## config.mk

```make
export PLATFORM = sky130hd
export DESIGN_NAME = tmr8_cc
export DESIGN_NICKNAME = d
export VERILOG_FILES = /design/src/rtl/tmr8_pkg.sv /design/src/rtl/tmr8_regfile.sv /design/src/rtl/tmr8_count.sv /design/src/rtl/tmr8_match.sv /design/src/rtl/tmr8_flags.sv /design/src/rtl/tmr8_cc.sv
export SDC_FILE = /design/constraint.sdc
export NUM_CORES = 1
export LEC_CHECK = 0
export ABC_CLOCK_PERIOD_IN_PS = 3300
export BUFFER_PORTS_ARGS = -buffer_cell sky130_fd_sc_hd__buf_4
export CAP_MARGIN = 20
export CORE_MARGIN = 2
export CORE_UTILIZATION = 58
export DETAILED_ROUTE_END_ITERATION = 6
export PLACE_DENSITY = 0.82
export SLEW_MARGIN = 20
export SYNTH_ARGS = -nofsm -noshare
export SYNTH_HDL_FRONTEND = slang
export SYNTH_SLANG_ARGS = --single-unit
```

## constraint.sdc

```tcl
create_clock -name clk -period 3.3 [get_ports clk]
set_input_delay 0.66 -clock clk [delete_from_list [all_inputs] [get_ports clk]]
set_output_delay 0.66 -clock clk [all_outputs]
set_load 0.01 [all_outputs]
```

## src/rtl/tmr8_pkg.sv

```systemverilog
package tmr8_pkg;

   typedef enum logic {
      MODE_FREE = 1'b0,
      MODE_CTC  = 1'b1
   } tmr_mode_e;

   localparam int CTRL_MODE_BIT   = 0;
   localparam int CTRL_IE_BASE    = 1;
   localparam int ADDR_COUNTER    = 0;
   localparam int ADDR_CMP_BASE   = 1;

   function automatic int cmp_addr(input int ch);
      return ADDR_CMP_BASE + ch;
   endfunction

   function automatic int ctrl_addr(input int n_cmp);
      return ADDR_CMP_BASE + n_cmp;
   endfunction

endpackage

```

## src/rtl/tmr8_regfile.sv

```systemverilog
module tmr8_regfile
   import tmr8_pkg::*;
#(
   parameter int CNT_W   = 8,
   parameter int NUM_CMP = 2,
   parameter int ADDR_W  = 2,
   localparam int NUM_SRC = NUM_CMP + 1
) (
   input  logic                             clk,
   input  logic                             rst_n,
   input  logic                             wr_en,
   input  logic [ADDR_W-1:0]                wr_addr,
   input  logic [CNT_W-1:0]                 wr_data,
   output logic [NUM_CMP-1:0][CNT_W-1:0]    cmp_val,
   output tmr_mode_e                        mode,
   output logic [NUM_SRC-1:0]               irq_en,
   output logic                             cnt_wr
);

   localparam logic [ADDR_W-1:0] A_CNT  = ADDR_W'(ADDR_COUNTER);
   localparam logic [ADDR_W-1:0] A_CTRL = ADDR_W'(ctrl_addr(NUM_CMP));

   logic ctrl_wr;

   assign cnt_wr  = wr_en && (wr_addr == A_CNT);
   assign ctrl_wr = wr_en && (wr_addr == A_CTRL);

   // compare registers, one per channel
   for (genvar i = 0; i < NUM_CMP; i++) begin : g_cmp_reg
      localparam logic [ADDR_W-1:0] A_ME = ADDR_W'(cmp_addr(i));
      logic [CNT_W-1:0] val_q;
      always_ff @(posedge clk or negedge rst_n) begin
         if (!rst_n)
            val_q <= '0;
         else if (wr_en && (wr_addr == A_ME))
            val_q <= wr_data;
      end
      assign cmp_val[i] = val_q;
   end

   // control register: mode bit plus one enable per flag
   logic                 mode_q;
   logic [NUM_SRC-1:0]   ie_q;

   always_ff @(posedge clk or negedge rst_n) begin
      if (!rst_n) begin
         mode_q <= 1'b0;
         ie_q   <= '0;
      end else if (ctrl_wr) begin
         mode_q <= wr_data[CTRL_MODE_BIT];
         ie_q   <= wr_data[CTRL_IE_BASE +: NUM_SRC];
      end
   end

   assign mode   = tmr_mode_e'(mode_q);
   assign irq_en = ie_q;

   // a control write is visible on the next cycle
   p_ctrl_load_r9: assert property (@(posedge clk) disable iff (!rst_n)
      ctrl_wr |=> (mode_q == $past(wr_data[CTRL_MODE_BIT])));

endmodule

```

## src/rtl/tmr8_count.sv

```systemverilog
module tmr8_count #(
   parameter int CNT_W = 8
) (
   input  logic              clk,
   input  logic              rst_n,
   input  logic              tick_en,
   input  logic              cnt_wr,
   input  logic [CNT_W-1:0]  wr_data,
   input  logic              clear_req,
   output logic [CNT_W-1:0]  cnt_q,
   output logic              blk_q,
   output logic              adv,
   output logic              ovf_evt
);

   localparam logic [CNT_W-1:0] CNT_MAX = '1;

   logic [CNT_W-1:0] cnt_d;

   // a tick only counts when no software write owns the cycle
   assign adv     = tick_en && !cnt_wr;
   assign ovf_evt = adv && (cnt_q == CNT_MAX);

   always_comb begin
      cnt_d = cnt_q;
      if (cnt_wr)
         cnt_d = wr_data;
      else if (adv)
         cnt_d = clear_req ? '0 : cnt_q + 1'b1;
   end

   always_ff @(posedge clk or negedge rst_n) begin
      if (!rst_n) begin
         cnt_q <= '0;
         blk_q <= 1'b0;
      end else begin
         cnt_q <= cnt_d;
         if (cnt_wr)
            blk_q <= 1'b1;
         else if (adv)
            blk_q <= 1'b0;
      end
   end

   // no tick, no write -> counter holds
   p_hold_r1: assert property (@(posedge clk) disable iff (!rst_n)
      (!tick_en && !cnt_wr) |=> $stable(cnt_q));

   // the top value always leads to zero on a counting tick
   p_wrap_r1: assert property (@(posedge clk) disable iff (!rst_n)
      (adv && cnt_q == CNT_MAX) |=> (cnt_q == '0));

   // a write lands regardless of tick
   p_write_prio_r5: assert property (@(posedge clk) disable iff (!rst_n)
      cnt_wr |=> (cnt_q == $past(wr_data)));

   // mask stays armed until a counting tick
   p_mask_arm_r6: assert property (@(posedge clk) disable iff (!rst_n)
      (blk_q && !tick_en) |=> blk_q);

endmodule

```

## src/rtl/tmr8_match.sv

```systemverilog
module tmr8_match
   import tmr8_pkg::*;
#(
   parameter int CNT_W    = 8,
   parameter int NUM_CMP  = 2,
   parameter int CLEAR_CH = 0
) (
   input  logic                           adv,
   input  logic                           blk,
   input  logic [CNT_W-1:0]               cnt,
   input  logic [NUM_CMP-1:0][CNT_W-1:0]  cmp_val,
   input  tmr_mode_e                      mode,
   output logic [NUM_CMP-1:0]             cmp_evt,
   output logic                           clear_req
);

   logic live;

   assign live = adv && !blk;

   for (genvar i = 0; i < NUM_CMP; i++) begin : g_ch
      assign cmp_evt[i] = live && (cnt == cmp_val[i]);
   end

   // only the designated channel may restart the counter
   assign clear_req = (mode == MODE_CTC) && cmp_evt[CLEAR_CH];

   // a masked or idle cycle produces no compare event
   always_comb begin
      if (!live)
         a_no_evt_r6: assert (cmp_evt == '0);
   end

endmodule

```

## src/rtl/tmr8_flags.sv

```systemverilog
module tmr8_flags #(
   parameter int NUM_SRC  = 3,
   parameter bit SET_WINS = 1'b1
) (
   input  logic               clk,
   input  logic               rst_n,
   input  logic [NUM_SRC-1:0] set_evt,
   input  logic [NUM_SRC-1:0] clr,
   input  logic [NUM_SRC-1:0] ack,
   input  logic [NUM_SRC-1:0] irq_en,
   output logic [NUM_SRC-1:0] flag_q,
   output logic [NUM_SRC-1:0] irq
);

   for (genvar j = 0; j < NUM_SRC; j++) begin : g_flag
      logic drop;
      assign drop = clr[j] || ack[j];

      if (SET_WINS) begin : g_set_first
         always_ff @(posedge clk or negedge rst_n) begin
            if (!rst_n)
               flag_q[j] <= 1'b0;
            else if (set_evt[j])
               flag_q[j] <= 1'b1;
            else if (drop)
               flag_q[j] <= 1'b0;
         end
      end else begin : g_clear_first
         always_ff @(posedge clk or negedge rst_n) begin
            if (!rst_n)
               flag_q[j] <= 1'b0;
            else if (drop)
               flag_q[j] <= 1'b0;
            else if (set_evt[j])
               flag_q[j] <= 1'b1;
         end
      end

      assign irq[j] = flag_q[j] && irq_en[j];

      // a flag stays set until cleared or acknowledged
      p_sticky_r7: assert property (@(posedge clk) disable iff (!rst_n)
         (flag_q[j] && !drop) |=> flag_q[j]);

      // a hardware event always leaves the flag set (set wins)
      if (SET_WINS) begin : g_chk_set
         p_set_wins_r7: assert property (@(posedge clk) disable iff (!rst_n)
            set_evt[j] |=> flag_q[j]);
      end
   end

endmodule

```

## src/rtl/tmr8_cc.sv

```systemverilog
module tmr8_cc
   import tmr8_pkg::*;
#(
   parameter int CNT_W    = 8,
   parameter int NUM_CMP  = 2,
   parameter int CLEAR_CH = 0,
   parameter bit SET_WINS = 1'b1,
   localparam int ADDR_W  = $clog2(NUM_CMP + 2),
   localparam int NUM_SRC = NUM_CMP + 1
) (
   input  logic               clk,
   input  logic               rst_n,
   input  logic               tick_en,
   input  logic               wr_en,
   input  logic [ADDR_W-1:0]  wr_addr,
   input  logic [CNT_W-1:0]   wr_data,
   input  logic [NUM_SRC-1:0] flag_clr,
   input  logic [NUM_SRC-1:0] irq_ack,
   output logic [CNT_W-1:0]   count,
   output logic               ovf_flag,
   output logic [NUM_CMP-1:0] cmp_flag,
   output logic [NUM_SRC-1:0] irq_req
);

   // elaboration-time parameter checks
   if (CNT_W < 2) begin : g_bad_width
      $error("tmr8_cc: CNT_W must be at least 2");
   end
   if (NUM_CMP < 1) begin : g_bad_ncmp
      $error("tmr8_cc: NUM_CMP must be at least 1");
   end
   if (CLEAR_CH < 0 || CLEAR_CH >= NUM_CMP) begin : g_bad_clr
      $error("tmr8_cc: CLEAR_CH out of range");
   end
   if (CNT_W < NUM_SRC + 1) begin : g_bad_ctrl
      $error("tmr8_cc: control word too narrow for mode and enables");
   end

   logic [NUM_CMP-1:0][CNT_W-1:0] cmp_val;
   tmr_mode_e                     mode;
   logic [NUM_SRC-1:0]            irq_en;
   logic                          cnt_wr;
   logic                          blk;
   logic                          adv;
   logic                          ovf_evt;
   logic                          clear_req;
   logic [NUM_CMP-1:0]            cmp_evt;
   logic [NUM_SRC-1:0]            flags;

   tmr8_regfile #(
      .CNT_W   (CNT_W),
      .NUM_CMP (NUM_CMP),
      .ADDR_W  (ADDR_W)
   ) u_regs (
      .clk     (clk),
      .rst_n   (rst_n),
      .wr_en   (wr_en),
      .wr_addr (wr_addr),
      .wr_data (wr_data),
      .cmp_val (cmp_val),
      .mode    (mode),
      .irq_en  (irq_en),
      .cnt_wr  (cnt_wr)
   );

   tmr8_count #(
      .CNT_W (CNT_W)
   ) u_cnt (
      .clk       (clk),
      .rst_n     (rst_n),
      .tick_en   (tick_en),
      .cnt_wr    (cnt_wr),
      .wr_data   (wr_data),
      .clear_req (clear_req),
      .cnt_q     (count),
      .blk_q     (blk),
      .adv       (adv),
      .ovf_evt   (ovf_evt)
   );

   tmr8_match #(
      .CNT_W    (CNT_W),
      .NUM_CMP  (NUM_CMP),
      .CLEAR_CH (CLEAR_CH)
   ) u_match (
      .adv       (adv),
      .blk       (blk),
      .cnt       (count),
      .cmp_val   (cmp_val),
      .mode      (mode),
      .cmp_evt   (cmp_evt),
      .clear_req (clear_req)
   );

   tmr8_flags #(
      .NUM_SRC  (NUM_SRC),
      .SET_WINS (SET_WINS)
   ) u_flags (
      .clk     (clk),
      .rst_n   (rst_n),
      .set_evt ({cmp_evt, ovf_evt}),
      .clr     (flag_clr),
      .ack     (irq_ack),
      .irq_en  (irq_en),
      .flag_q  (flags),
      .irq     (irq_req)
   );

   assign ovf_flag = flags[0];
   assign cmp_flag = flags[NUM_SRC-1:1];

   // the overflow flag can only rise as the counter lands on zero
   p_ovf_zero_r2: assert property (@(posedge clk) disable iff (!rst_n)
      $rose(ovf_flag) |-> (count == '0));

   // in clear mode a live tick at the top value returns to zero
   p_ctc_clear_r3: assert property (@(posedge clk) disable iff (!rst_n)
      (mode == MODE_CTC && adv && !blk && count == cmp_val[CLEAR_CH])
      |=> (count == '0));

   // the first tick after a counter write always increments
   p_masked_inc_r6: assert property (@(posedge clk) disable iff (!rst_n)
      (blk && tick_en && !cnt_wr) |=> (count == $past(count) + 1'b1));

   // no request without its flag
   p_irq_flag_r8: assert property (@(posedge clk) disable iff (!rst_n)
      ((irq_req & ~flags) == '0));

endmodule

```

=== Word level (Yosys, flattened, before mapping) ===
Index checks and enable logic that the tools add are counted.
Widths: inputs -> output; s select.

* Register bits: 32
* Input port bits: 20
* Output and inout port bits: 14
* Logic and storage cells: 50

* Add/subtract/negate cells: 1
* Eq/ne operators: 6
* Muxes and demuxes: 11
* Reduce and logical (&&, ||, !) cells: 23

{| class="wikitable"
|+ Operators with widths
! cell !! number
|-
| $mux 8 || 3
|-
| $eq 8x8->1 || 2
|-
| $logic_and 1x1->1 || 13
|-
| $add 8x1->8 const B || 1
|-
| $eq 8x8->1 const B || 1
|-
| $mux 1 || 8
|-
| $reduce_bool 2->1 || 4
|-
| $eq 2x2->1 const B || 2
|-
| $logic_or 1x1->1 || 3
|-
| $eq 2x1->1 const B || 1
|-
| $logic_not 1->1 || 2
|-
| $logic_not 2->1 || 1
|}

=== Logic depth before layout (Yosys ltp) ===
Gate-level depths: netlist of run 1.

* Depth after elaboration: 10
* Depth in mapped cells: 6
* Mapped depth without buffers: 6

=== By module ===
Synthesis of run 1 repeated with hierarchy kept, for this count alone.

* Cell total of the unflattened synthesis: 148
* Area, all modules: 1680.4 µm²

{| class="wikitable"
|+ By module, submodules not included
! module !! times used !! cells each !! area an instance (µm²) !! sequential area each (µm²)
|-
| tmr8_regfile || 1 || 44 || 760.7 || 500.5
|-
| tmr8_count || 1 || 66 || 589.3 || 225.2
|-
| tmr8_match || 1 || 26 || 202.7 || 0.0
|-
| tmr8_flags || 1 || 12 || 127.6 || 75.1
|}

=== Worst setup path after synthesis of run 1 ===
Ideal clock, no wire load.

* Path type: input-to-reg
* Start point: in wr_addr[0]
* End point: reg u_cnt.cnt_q[3]
* Arrival time: 1.564 ns
* Required time: 3.180 ns
* Path slack: 1.616 ns
* Stages on the path: 5
* Path through: or3b_1 -> clkbuf_1 -> and3_2 -> o21ai_1 -> nand2_1

* Cells in the longest elaborated chain, start to end: 10
* Elaborated cells between the ends (all ways): 11
* Classes of those cells: mux (3); reduce/logical (8)

{| class="wikitable"
|+ RTL lines
! element !! line !! RTL
|-
| from (decl) || tmr8_cc.sv:15 || <nowiki>input logic [ADDR_W-1:0] wr_addr,</nowiki>
|-
| $logic_not 2->1 (*) || tmr8_regfile.sv:25 || <nowiki>assign cnt_wr = wr_en && (wr_addr == A_CNT);</nowiki>
|-
| $logic_and 1x1->1 (*) || tmr8_regfile.sv:25 ||
|-
| $logic_not 1->1 || tmr8_count.sv:21 || <nowiki>assign adv = tick_en && !cnt_wr;</nowiki>
|-
| $logic_and 1x1->1 || tmr8_count.sv:21 ||
|-
| $logic_and 1x1->1 || tmr8_match.sv:19 || <nowiki>assign live = adv && !blk;</nowiki>
|-
| $logic_and 1x1->1 || tmr8_match.sv:22 || <nowiki>assign cmp_evt[i] = live && (cnt == cmp_val[i]);</nowiki>
|-
| $logic_and 1x1->1 || tmr8_match.sv:26 || <nowiki>assign clear_req = (mode == MODE_CTC) && cmp_evt[CLEAR_CH];</nowiki>
|-
| $mux 8 || tmr8_count.sv:29 || <nowiki>cnt_d = clear_req ? '0 : cnt_q + 1'b1;</nowiki>
|-
| $mux 8 || tmr8_count.sv:28 || <nowiki>else if (adv)</nowiki>
|-
| $mux 8 || tmr8_count.sv:26 || <nowiki>if (cnt_wr)</nowiki>
|-
| to (signal assigned) || tmr8_count.sv:37 || <nowiki>cnt_q <= cnt_d;</nowiki>
|-
| to (decl) || tmr8_count.sv:10 || <nowiki>output logic [CNT_W-1:0] cnt_q,</nowiki>
|}

Every way passes the cells marked *; elsewhere a longest branch is shown, timed or not. The select of a mux whose other input is x is not followed.
A chain may end at the register's enable or synchronous reset.

=== Worst setup path after layout of run 1 ===
* Start point: reg u_cnt.cnt_q[3]
* End point: out count[3]

{| class="wikitable"
|+ RTL lines
! element !! line !! RTL
|-
| to (decl) || tmr8_cc.sv:19 || <nowiki>output logic [CNT_W-1:0] count,</nowiki>
|}

No word-level cell between the ends.

==> results of run 1 <==
[synthesized netlist by cell type, types with 3 or more instances]
cell type	number	share of area
o21ai_0	6	0.017
clkbuf_1	8	0.017
a21oi_1	6	0.017
nor3b_1	8	0.035
and2_1	3	0.011
and3_1	5	0.018
mux2_2	20	0.13
o21ai_1	5	0.014
nand3_1	5	0.014
xor2_1	13	0.066
nor4b_1	4	0.020
dfrtp_1	32	0.46
nor2_1	7	0.015
nand2_1	17	0.037
[metrics by stage]
step / instance area, um^2 / worst slack, ps / util / hold slack, ps / instances
3_3_place_gp: 1982 / 1335 / 0.7065 / 479.3 / 219
6_report: 2058 / 1564 / 0.7337 / 232.6 / 227
4_1_cts: 2058 / 1558 / 0.7337 / 245.6 / 227
3_5_place_dp: 1982 / 1245 / 0.7065 / 485.6 / 219
5_1_grt: 2058 / 1491 / 0.7337 / 252.3 / 227
2_1_floorplan: 1729 / 1616 / - / 364.4 / 164
[power by group through the flow]
stage | registers (mW) | clock network [mW] | logic [mW]
2_1_floorplan | 0.551 | 0 | 0.328
3_3_place_gp | 0.590 | 0 | 0.411
3_5_place_dp | 0.596 | 0 | 0.419
4_1_cts | 0.588 | 0.299 | 0.424
5_1_grt | 0.603 | 0.317 | 0.470
6_report | 0.589 | 0.293 | 0.421
[logic make-up (layout without fill, tap and decap cells)]
logic type,count (synthesis),after routing,synth area share
flops,32,32,0.4631
fa+ha+maj,1,1,0.007235
xor+xnor,16,16,0.08539
compound gates,19,19,0.05644
simple gates,64,64,0.2265
mux,20,20,0.1302
buf+inv,12,44,0.03111
[sequential cells by signal, indices dropped and copies added, names as in the netlist]
signal and count:
u_cnt.blk_q 1, u_cnt.cnt_q 8, u_flags.flag_q 3, u_regs.g_cmp.val_q 16, u_regs.irq_en 3, u_regs.mode 1
[per-layer routing]
layer	share of wire	vias up	wire, um	global-route usage
li1	-	632	-	-
met4	0.021	0	78	0.1039
met3	0.063	10	235	0.07912
met2	0.49	44	1842	0.3836
met5	0	-	0	0
met1	0.42	645	1572	0.3212
[area by class of cell]
type                            count  share of cell area
Clock buffer                        6             0.02006
Clock inverter                      2             0.01702
Inverter                            2            0.003647
Multi-Input combinational cell    120              0.4274
Timing Repair Buffer               34              0.1240
Sequential cell                    32              0.3891
Tap cell                           31             0.01885
[path summary, 6_finish.rpt]
kind / startpoint / to / slack (ps) / cells after the start
min reg2reg: u_regs.irq_en[2] / u_regs.irq_en[2] / 510 / 1
max in group asynchronous: rst_n / u_cnt.cnt_q[7] / 2760 / 1
max: u_cnt.cnt_q[3] / count[3] / 1560 / 1
max reg2reg: u_cnt.cnt_q[1] / u_cnt.cnt_q[6] / 1620 / 6
min: rst_n / u_flags.flag_q[2] / 230 / 1
min in group clk: u_regs.irq_en[2] / u_regs.irq_en[2] / 510 / 1
==> run summary, run 1 <==
violated checks: DRC
Num CTS Buffers: 5
DR vias/cell: 5.863
RSZ-0062 raised after global routing: no
Site Rows: 19
Via Count: 1331
Net Sw Power: 449.5 uW
first-pass GRT wire length: 6127 um
sequential-to-total area share from yosys stat: 0.4631
LEAKAGE: 0.9215 nW
IO Port Bufs: 33
synth warn: 0
Clk pwr share: 0.225
Chip Height: 58.60 um
Power Internal: 853.8 uW
Peak Freq: 576.0 MHz
Startpoint Class: flop
CP max stage cell: dfrtp_1
Final Hold Viols: 0
# DRC: 3
initial antenna violation count: 0
drt first-iter violations: 43
Worst Clk Skew: 13.22 ps
most common cell after layout, fill and taps aside: buf_4
Post-Syn Nets: 185
Post-Route Setup TNS: 0 ps
Peak VDD IR: 0.4944 mV
post-CTS setup buffers: 0
Routed WL: 3729 um
Max-slew headroom: 0.6473
hold_buf cts: 0
half-perimeter wire length after placement: 2644 um
P&R area growth vs syn: 19.03%
diode count: 0
Setup CP Type: reg2out
vias in the first global route: 1275
clock latency on the worst-skew pair: 340 ps
CP max FO: 8
filler cell count in the final layout: 213
clk sinks: 32
register bit count reported by yosys: 32
Core ar.: 2805 um^2
Critical Path RT: 2640 ps
share of cells above drive strength 1: 0.3469
Post-DRT Antenna Nets: 0
Mapped Avg Cell Area: 10.54 um^2
Critical Path Sink Type: output port
Nets: 216
Max clock buf depth: 2
H-tree levels: 2
Final GP Congestion: 0.8852
TritonCTS clock tree: yes
Max Slew Vio Count: 0
Async S/R FF share, synth: 1.000
Ports: 34
HP Class: in2async
arrival time at the worst endpoint: 1080 ps
sw frac: 0.3449
Chip Width: 58.60 um
GRT Total Usage: 0.2471
CP cell instances: buf_4
Total Power: 1.303 mW
status: finished with violations
CP top delay family: flip-flops
Root Driver: clkbuf_4
CP peak stage delay: 550 ps
PwrDens: 633.2 nW/um^2
Unique masters post-synth: 32
part of the power in combinational logic: 0.323
EDFF count, synth: 0
WP buf/inv: 1
sequential share of power: 0.452
Reg area: 800.8 um^2
# setup viols final: 0
drt wl/cell: 16.43 um
DR pass1 iterations: 6
largest net degree at the start of global routing: 33
minimum clock period: 1736 ps
most common flop cell mapped by yosys: dfrtp_1
max cap viols: 0
area of the multi-input gates: 879.6 um^2
total gr overflow: 0
Post-Synthesis Cells: 164
period utilization: 0.5261
Mapped Area: 1729 um^2
Clk pin slew, worst setup/hold paths: 100 ps
Die Area: 3434 um^2
Initial Utilization: 0.6164
commonest non-fill, non-tap cells in the layout: buf_4, dfrtp_1, mux2_2, nand2_1, xor2_1
worst slew pin tran: 527.5 ps
cts repair resizes: 0
Note: power is estimated with default switching activity, not from simulation.
==> inputs of run 2 (changes only) <==
--- a/config.mk
+++ b/config.mk
@@ -5,13 +5,13 @@
 export SDC_FILE = /design/constraint.sdc
 export NUM_CORES = 1
 export LEC_CHECK = 0
-export ABC_CLOCK_PERIOD_IN_PS = 3300
+export ABC_CLOCK_PERIOD_IN_PS = 1620
 export BUFFER_PORTS_ARGS = -buffer_cell sky130_fd_sc_hd__buf_4
 export CAP_MARGIN = 20
 export CORE_MARGIN = 2
-export CORE_UTILIZATION = 58
+export CORE_UTILIZATION = 54
 export DETAILED_ROUTE_END_ITERATION = 6
-export PLACE_DENSITY = 0.82
+export PLACE_DENSITY = 0.77
 export SLEW_MARGIN = 20
 export SYNTH_ARGS = -nofsm -noshare
 export SYNTH_HDL_FRONTEND = slang
==> constraint.sdc (replaced) <==
create_clock -name clk -period 1.62 [get_ports clk]
set_input_delay 0.324 -clock clk [delete_from_list [all_inputs] [get_ports clk]]
set_output_delay 0.324 -clock clk [all_outputs]
set_load 0.01 [all_outputs]
==> run 2 against run 1 <==
Against the previous run:
- the run now ends clean
- global-route usage is 0.54 points higher
- core utilization shrank 0.13 points
- setup slack worse by 1500 ps
- critical endpoint is now u_cnt.cnt_q[0]
- largest power group is now combinational cells
- highest routed layer unchanged
==> run summary, run 2 (synthesis gave the netlist of run 1 again) <==
worst slew pin tran: 416.1 ps
Critical Path RT: 1860 ps
half-perimeter wire length after placement: 2954 um
Regs by FF count: u_regs.g_cmp.val_q: 16 flops, u_cnt.cnt_q: 8 flops
Final GP Congestion: 0.8700
drt first-iter violations: 68
area of the multi-input gates: 912.1 um^2
HP Class: in2reg
Setup CP Type: reg2reg
number of flip-flops in the largest register: 16
Routed WL: 4235 um
Peak Freq: 631.1 MHz
clk sinks: 32
CP max FO: 8
dpl cells: 243
period utilization: 0.9781
status: finished, final reports clean
Worst Clk Skew: 8.641 ps
Max clock buf depth: 2
Max Slew Vio Count: 0
max cap viols: 0
clock latency on the worst-skew pair: 340 ps
largest net degree at the start of global routing: 33
commonest non-fill, non-tap cells in the layout: buf_4, dfrtp_1, mux2_2, nand2_1, xor2_1
DR pass1 iterations: 4
Site Rows: 20
Num CTS Buffers: 5
filler cell count in the final layout: 238
Initial Utilization: 0.5664
# DRC: 0
Max-slew headroom: 0.7226
Critical Path Sink Type: flop
first-pass GRT wire length: 6568 um
Ports: 34
vias in the first global route: 1414
# setup viols final: 0
most common cell after layout, fill and taps aside: buf_4
drt wl/cell: 16.48 um
Place WS: -2.564 ps
LEAKAGE: 0.9921 nW
Clk pin slew, worst setup/hold paths: 100 ps
Startpoint Class: flop
Peak VDD IR: 0.6612 mV
Via Count: 1408
Chip Height: 60.59 um
Final Hold Viols: 0
Reg area: 804.5 um^2
GRT Total Usage: 0.2525
P&R area growth vs syn: 29.31%
CP max stage cell: dfrtp_2
Die Area: 3671 um^2
Post-DRT Antenna Nets: 0
Core ar.: 3053 um^2
share of cells above drive strength 1: 0.4225
Root Driver: clkbuf_4
Chip Width: 60.59 um
H-tree levels: 2
CP peak stage delay: 470 ps
minimum clock period: 1584 ps
DR vias/cell: 5.479
PwrDens: 1242 nW/um^2
post-route insts no fill: 257
IO Port Bufs: 33
Post-Route Setup TNS: 0 ps
TritonCTS clock tree: yes
initial antenna violation count: 0
CP cell instances: xor2_1 > nor4_4 > nand4_4 > a31oi_1 > nor2_1
arrival time at the worst endpoint: 1830 ps
diode count: 0
Final WS setup: 35.56 ps
Nets: 233
Largest Register: u_regs.g_cmp.val_q
total gr overflow: 0
==> run 2: repair_timing <==
action	4_1_cts	5_1_grt
gates resized for setup	1	9
hold buffers	1	0
pin swaps	0	4
endpoints found under the hold margin	32	0
buffers inserted	0	5
setup endpoints to repair	1	6
==> run 2: routing by layer <==
metal | part of all wire | track usage | wire [um]
met4 | 0.018 | 0.09317 | 75
met1 | 0.42 | 0.3068 | 1792
met2 | 0.51 | 0.4147 | 2162
met3 | 0.048 | 0.08955 | 205
met5 | 0 | 0 | 0
==> run 2: critical path: cells and delay by family (launching register included) <==
kind / cells / cell delay [ps]
flip-flops: 1 / 470
AND/OR/NAND/NOR: 3 / 620
XOR/XNOR: 1 / 180
AO/OA/AOI/OAI: 1 / 220
==> run 2: cell type report <==
cell class | count | area share
Tap cell | 44 | 0.02462
Multi-Input combinational cell | 120 | 0.4079
Timing Repair Buffer | 51 | 0.1780
Inverter | 2 | 0.003358
Clock buffer | 8 | 0.02630
Sequential cell | 32 | 0.3598
==> run 2: final timing paths <==
path                                  startpoint               end  slack [ps]  cells past startpoint
worst max-delay path              u_cnt.cnt_q[0]    u_cnt.cnt_q[0]          40                      5
worst min-delay path                  wr_data[7]    u_cnt.cnt_q[7]         210                      3
worst max register to register    u_cnt.cnt_q[0]    u_cnt.cnt_q[0]          40                      5
worst min register to register  u_regs.irq_en[1]  u_regs.irq_en[1]         510                      1
max in group asynchronous                  rst_n    u_cnt.cnt_q[4]         840                      2
min in group asynchronous                  rst_n       u_cnt.blk_q         450                      2
==> run 2: through the flow <==
stage	hold WS [ps]	power [mW]	util	instance area [um^2]
2_1_floorplan	28.41	1.789	-	1729
3_3_place_gp	276.3	2.134	0.6857	2093
3_5_place_dp	290.0	2.182	0.6857	2093
4_1_cts	202.0	2.672	0.7086	2163
5_1_grt	209.8	2.952	0.7324	2236
6_report	211.9	2.777	0.7324	2236
==> run 2: where the power goes <==
group / switching (mW) / internal, mW / leakage (nW)
logic: 0.560 / 0.597 / 0.585
clock network: 0.275 / 0.214 / 0.0326
registers: 0.161 / 0.971 / 0.375
